**src/rtl/wmul_pkg.sv**
```systemverilog
package wmul_pkg;

  typedef enum logic [1:0] {
    MD_UWIDE  = 2'b00,
    MD_SWIDE  = 2'b01,
    MD_STRUNC = 2'b10,
    MD_UALT   = 2'b11
  } wmul_mode_e;

  typedef enum logic [1:0] {
    ST_IDLE = 2'b00,
    ST_PP   = 2'b01,
    ST_FIN  = 2'b10
  } wmul_state_e;

endpackage

```
**src/rtl/wmul_rst_sync.sv**
```systemverilog
module wmul_rst_sync (
  input  logic clk,
  input  logic rst_n,
  output logic rst_core_n
);

  logic [1:0] sync_q;

  always_ff @(posedge clk or negedge rst_n) begin
    if (!rst_n) begin
      sync_q <= 2'b00;
    end else begin
      sync_q <= {sync_q[0], 1'b1};
    end
  end

  assign rst_core_n = sync_q[1];

endmodule

```
**src/rtl/wmul_abs.sv**
```systemverilog
module wmul_abs #(
  parameter int W = 64
) (
  input  logic [W-1:0] val,
  input  logic         sgn_en,
  output logic [W-1:0] mag,
  output logic         neg
);

  always_comb begin
    neg = sgn_en & val[W-1];
    mag = neg ? (~val + W'(1)) : val;
  end

endmodule

```
**src/rtl/wmul_accum.sv**
```systemverilog
module wmul_accum #(
  parameter int OP_W = 64
) (
  input  logic              clk,
  input  logic              rst_n,
  input  logic              clr,
  input  logic              step_en,
  input  logic [1:0]        step_idx,
  input  logic [OP_W-1:0]   mag_a,
  input  logic [OP_W-1:0]   mag_b,
  output logic [2*OP_W-1:0] acc
);

  localparam int HALF_W = OP_W / 2;
  localparam int PROD_W = 2 * OP_W;

  logic [HALF_W-1:0] a_half [2];
  logic [HALF_W-1:0] b_half [2];

  for (genvar g = 0; g < 2; g++) begin : g_split
    assign a_half[g] = mag_a[g*HALF_W +: HALF_W];
    assign b_half[g] = mag_b[g*HALF_W +: HALF_W];
  end

  logic [HALF_W-1:0] a_sel, b_sel;
  logic [OP_W-1:0]   pp;
  logic [1:0]        word_off;
  logic [PROD_W-1:0] pp_shift;
  logic [PROD_W-1:0] acc_q, acc_d;

  always_comb begin
    a_sel    = a_half[step_idx[1]];
    b_sel    = b_half[step_idx[0]];
    pp       = {{HALF_W{1'b0}}, a_sel} * {{HALF_W{1'b0}}, b_sel};
    word_off = {1'b0, step_idx[1]} + {1'b0, step_idx[0]};
    pp_shift = {{OP_W{1'b0}}, pp} << (int'(word_off) * HALF_W);
    if (clr) begin
      acc_d = '0;
    end else begin
      acc_d = acc_q + pp_shift;
    end
  end

  always_ff @(posedge clk or negedge rst_n) begin
    if (!rst_n) begin
      acc_q <= '0;
    end else if (clr || step_en) begin
      acc_q <= acc_d;
    end
  end

  assign acc = acc_q;

endmodule

```
**src/rtl/wmul_flags.sv**
```systemverilog
module wmul_flags
  import wmul_pkg::*;
#(
  parameter int OP_W = 64
) (
  input  logic [2*OP_W-1:0] acc,
  input  logic              neg,
  input  wmul_mode_e        mode,
  output logic [OP_W-1:0]   lo,
  output logic [OP_W-1:0]   hi,
  output logic              flag
);

  localparam int PROD_W = 2 * OP_W;

  logic [PROD_W-1:0] prod;
  logic [OP_W-1:0]   hi_full;
  logic              not_sext;

  always_comb begin
    prod     = neg ? (~acc + PROD_W'(1)) : acc;
    lo       = prod[OP_W-1:0];
    hi_full  = prod[PROD_W-1:OP_W];
    not_sext = (hi_full != {OP_W{lo[OP_W-1]}});
    unique case (mode)
      MD_SWIDE: begin
        hi   = hi_full;
        flag = not_sext;
      end
      MD_STRUNC: begin
        hi   = '0;
        flag = not_sext;
      end
      default: begin
        hi   = hi_full;
        flag = |hi_full;
      end
    endcase
  end

endmodule

```
**src/rtl/wide_mul_unit.sv**
```systemverilog
module wide_mul_unit
  import wmul_pkg::*;
#(
  parameter int OP_W  = 64,
  parameter int IMM_W = 32
) (
  input  logic             clk,
  input  logic             rst_n,
  input  logic             start,
  input  logic [1:0]       mode,
  input  logic [OP_W-1:0]  op_a,
  input  logic [OP_W-1:0]  op_b,
  input  logic             use_imm,
  input  logic [IMM_W-1:0] imm,
  output logic [OP_W-1:0]  res_lo,
  output logic [OP_W-1:0]  res_hi,
  output logic             flag_c,
  output logic             flag_o,
  output logic             done
);

  localparam int PROD_W   = 2 * OP_W;
  localparam int LAST_STEP = 3;

  logic rst_core_n;

  wmul_rst_sync u_rst (
    .clk        (clk),
    .rst_n      (rst_n),
    .rst_core_n (rst_core_n)
  );

  // operand selection and magnitude
  wmul_mode_e      mode_e;
  logic            sgn_mode;
  logic [OP_W-1:0] opnd [2];
  logic [OP_W-1:0] mag  [2];
  logic            negv [2];

  always_comb begin
    mode_e   = wmul_mode_e'(mode);
    sgn_mode = (mode_e == MD_SWIDE) || (mode_e == MD_STRUNC);
    opnd[0]  = op_a;
    if ((mode_e == MD_STRUNC) && use_imm) begin
      opnd[1] = {{(OP_W-IMM_W){imm[IMM_W-1]}}, imm};
    end else begin
      opnd[1] = op_b;
    end
  end

  for (genvar g = 0; g < 2; g++) begin : g_abs
    wmul_abs #(.W(OP_W)) u_abs (
      .val    (opnd[g]),
      .sgn_en (sgn_mode),
      .mag    (mag[g]),
      .neg    (negv[g])
    );
  end

  // control
  wmul_state_e st_q, st_d;
  logic [1:0]  step_q, step_d;
  logic        load, step_en, out_en;

  always_comb begin
    st_d    = st_q;
    step_d  = step_q;
    load    = 1'b0;
    step_en = 1'b0;
    out_en  = 1'b0;
    unique case (st_q)
      ST_IDLE: begin
        if (start) begin
          load   = 1'b1;
          step_d = 2'd0;
          st_d   = ST_PP;
        end
      end
      ST_PP: begin
        step_en = 1'b1;
        if (step_q == 2'(LAST_STEP)) begin
          st_d = ST_FIN;
        end else begin
          step_d = step_q + 2'd1;
        end
      end
      ST_FIN: begin
        out_en = 1'b1;
        st_d   = ST_IDLE;
      end
      default: st_d = ST_IDLE;
    endcase
  end

  always_ff @(posedge clk or negedge rst_core_n) begin
    if (!rst_core_n) begin
      st_q   <= ST_IDLE;
      step_q <= 2'd0;
    end else begin
      st_q   <= st_d;
      step_q <= step_d;
    end
  end

  // captured operands
  logic [OP_W-1:0] mag_a_q, mag_b_q;
  logic            neg_q;
  wmul_mode_e      mode_q;

  always_ff @(posedge clk or negedge rst_core_n) begin
    if (!rst_core_n) begin
      mag_a_q <= '0;
      mag_b_q <= '0;
      neg_q   <= 1'b0;
      mode_q  <= MD_UWIDE;
    end else if (load) begin
      mag_a_q <= mag[0];
      mag_b_q <= mag[1];
      neg_q   <= negv[0] ^ negv[1];
      mode_q  <= mode_e;
    end
  end

  logic [PROD_W-1:0] acc;

  wmul_accum #(.OP_W(OP_W)) u_acc (
    .clk      (clk),
    .rst_n    (rst_core_n),
    .clr      (load),
    .step_en  (step_en),
    .step_idx (step_q),
    .mag_a    (mag_a_q),
    .mag_b    (mag_b_q),
    .acc      (acc)
  );

  logic [OP_W-1:0] lo_d, hi_d;
  logic            flag_d;

  wmul_flags #(.OP_W(OP_W)) u_flags (
    .acc  (acc),
    .neg  (neg_q),
    .mode (mode_q),
    .lo   (lo_d),
    .hi   (hi_d),
    .flag (flag_d)
  );

  // result registers
  logic [OP_W-1:0] lo_q, hi_q;
  logic            fc_q, fo_q, done_q;

  always_ff @(posedge clk or negedge rst_core_n) begin
    if (!rst_core_n) begin
      lo_q <= '0;
      hi_q <= '0;
      fc_q <= 1'b0;
      fo_q <= 1'b0;
    end else if (out_en) begin
      lo_q <= lo_d;
      hi_q <= hi_d;
      fc_q <= flag_d;
      fo_q <= flag_d;
    end
  end

  always_ff @(posedge clk or negedge rst_core_n) begin
    if (!rst_core_n) begin
      done_q <= 1'b0;
    end else begin
      done_q <= out_en;
    end
  end

  assign res_lo = lo_q;
  assign res_hi = hi_q;
  assign flag_c = fc_q;
  assign flag_o = fo_q;
  assign done   = done_q;

endmodule

```
**config.mk**
```make
export PLATFORM = sky130hd
export DESIGN_NAME = wide_mul_unit
export DESIGN_NICKNAME = d
export VERILOG_FILES = /design/src/rtl/wmul_pkg.sv /design/src/rtl/wmul_rst_sync.sv /design/src/rtl/wmul_abs.sv /design/src/rtl/wmul_accum.sv /design/src/rtl/wmul_flags.sv /design/src/rtl/wide_mul_unit.sv
export SDC_FILE = /design/constraint.sdc
export NUM_CORES = 2
export LEC_CHECK = 0
export BUFFER_PORTS_ARGS = -buffer_cell sky130_fd_sc_hd__buf_2
export CAP_MARGIN = 20
export CELL_PAD_IN_SITES_DETAIL_PLACEMENT = 2
export CELL_PAD_IN_SITES_GLOBAL_PLACEMENT = 2
export CORE_MARGIN = 2
export CORE_UTILIZATION = 30
export DETAILED_ROUTE_END_ITERATION = 16
export GPL_ROUTABILITY_DRIVEN = 0
export PLACE_DENSITY_LB_ADDON = 0.1
export SETUP_SLACK_MARGIN = 0.02
export SYNTH_ARGS = -nofsm -noshare
export SYNTH_HDL_FRONTEND = slang
export SYNTH_HIERARCHICAL = 1
export SYNTH_SLANG_ARGS = --single-unit
```
**constraint.sdc**
```tcl
create_clock -name clk -period 16.7 [get_ports clk]
set_input_delay 1.67 -clock clk [delete_from_list [all_inputs] [get_ports clk]]
set_output_delay 1.67 -clock clk [all_outputs]
set_load 0.005 [all_outputs]
```
==> flow_summary.yaml <==
clocking:
  postCtsSetupRepairBufs: 0
  clockBufferDepth: 3
  ctsResizeCount: 0
  clk_latency_ps: 720
  cts_tree: "done"
  cts_buffers: 53
  clk_pin_slew_ps: 60
  htreeDepth: 2
  clock_sinks: 395
  cts_root_buf: "clkbuf_16"
  ctsHoldBuffers: 0
sta:
  max_freq_ghz: 0.0714
  post-route-period-util: 0.839
  slew_headroom: 0.219
  tightestPinTransition_ps: 1160
  slew_viol_final: 0
  finClkSkew_ps: 72.3
  setup_viol: 0
  finalHoldViolCount: 0
  min_period_ps: 14010
  setup_tns_ps: 0
  rsz0062_at_grt: "no"
layout:
  nFillCells: 25000
  final_common_cell: "nor2_1"
  drive_gt1_frac: 0.130
  layout_common_cells: "1011 x nor2_1, 969 x inv_1, 897 x fa_1"
  areaGrowthSynthToFinish_pct: 10.4
  nets: 9328
floorplanning:
  dieArea_mm2: 0.227
  start_util: 0.302
  core_mm2: 0.222
  die_w_um: 477
  fp-row-count: 173
  io_pins: 297
  die_y_um: 477
synth:
  syn_nets: 9212
  yosysUniqueCellTypes: 110
  ys_async_sr_fraction: 1.00
  synthFlopType: "dfrtp_1"
  postSynthAreaPerCell_um2: 8.64
  synth-edff-count: 0
  seq_area_frac_synth: 0.148
  syn_area_mm2: 0.0670
  yosys_warnings: 6
  synthCells: 7752
  ys_seq_elements: 395
critical_path:
  path_buf_inv: 11
  critPathLaunchType: "register"
  critPathArrivalTime_ps: 14540
  cp-end-kind: "register"
  worstPathRequired_ps: 17240
  cp_slowest_cell: "o311ai_0"
  cp_slowest_stage_delay_ps: 980
  worstPathMaxFanout: 45
  cp_top_family: "adder cells"
  path_class: "register to register"
route:
  wl_met3_um: 10000
  highest_layer: "met5"
  routed_wl_um: 325000
  drc_errors: 0
  drt_iter0_markers: 3473
  dr.pass1.iters: 5
  drt-met1-wl_um: 139000
  drtAntennaViolNets: 0
  num_vias: 58800
  wl_per_cell_um: 29.8
  wl_met2_um: 159000
  routed_via_density: 5.40
run:
  drv_cap: 0
grt:
  grt_pass1_wl_um: 479000
  grt_usage: 0.285
  grt.overflow.total: 0
  grt_start_max_net_pins: 89
  grt_antenna_before_repair: 6
  grt_pass1_vias: 66100
place:
  dp_hpwl_um: 266000
  io_buffers: 296
outcome:
  status: "complete, no violations"
hold_path:
  min_path_type: "register to register"
==> synth_stat cells (81+ instances only) <==
master / instances / area (µm²)
a21o_1: 140 / 1050
a21oi_1: 358 / 1790
clkbuf_1: 327 / 1230
dfrtp_1: 395 / 9880
fa_1: 897 / 18000
ha_1: 397 / 4970
inv_1: 970 / 3640
mux2_2: 285 / 3210
mux2i_1: 121 / 1210
nand2_1: 764 / 2870
nand3_1: 93 / 465
nand4_1: 119 / 744
nor2_1: 1012 / 3800
nor3_1: 124 / 621
nor4_1: 81 / 507
o21ai_0: 229 / 1150
xnor2_1: 223 / 1950
xor2_1: 188 / 1650
==> per-layer routing <==
metal  track usage  vias to the layer above
met3        0.0244                      360
met4         0.120                        4
met2         0.495                     1111
met1         0.363                    31400
met5             0                        -
li1              -                    25900
==> area by class of cell <==
type | instances | area, µm² | area share
multi-input combinational | 5984 | 52200 | 0.705
timing repair buffer | 464 | 2780 | 0.0376
sequential | 395 | 9900 | 0.134
clock inverter | 25 | 269 | 0.00364
antenna | 6 | 15.0 | 0.000203
clock buffer | 69 | 1480 | 0.0200
tap | 2975 | 3720 | 0.0503
inverter | 970 | 3640 | 0.0492
==> per-stage QoR <==
step	util	cell area [µm²]	worst slack (ps)	std cells	hold WS, ps
after CTS	0.333	74000	2880	10900	357
after global routing	0.333	74000	2120	10900	358
after floorplan	-	67000	4880	7752	331
after global placement	0.325	72200	3010	10800	338
after detailed placement	0.325	72200	2960	10800	342
final	0.333	74000	2690	10900	351
==> sequential cells by signal, summed over array words and instances (netlist names) <==
signal / flops
done: 1
flag_o: 1
mag_a_q: 64
mag_b_q: 64
mode_q: 2
neg_q: 1
res_hi: 64
res_lo: 64
st_q: 2
step_q: 2
u_acc/acc: 128
u_rst/sync_q: 2
==> logic make-up after synthesis <==
logic type	Yosys count	share of synthesized area
fa+ha+maj	1294	0.342
flops	395	0.148
buf+inv	1373	0.0801
xor+xnor	412	0.0540
simple gates	2619	0.184
mux	485	0.0792
other cells	1	0.0000560
compound gates	1173	0.113
==> path summary, 6_finish.rpt <==
kind	end	cells after the start	slack (ps)	from
min	u_rst/sync_q[1]	0	350	u_rst/sync_q[0]
min reg2reg	u_rst/sync_q[1]	0	350	u_rst/sync_q[0]
max reg2reg	u_acc/acc[127]	44	2690	step_q[0]
max in group asynchronous	mag_b_q[17]	4	12370	u_rst/sync_q[1]
min in group asynchronous	u_acc/acc[26]	0	410	u_rst/sync_q[1]
max	u_acc/acc[127]	44	2690	step_q[0]
Power is not shown: default switching activity piles up to over one toggle a cycle in this logic, so the estimate is an artifact.
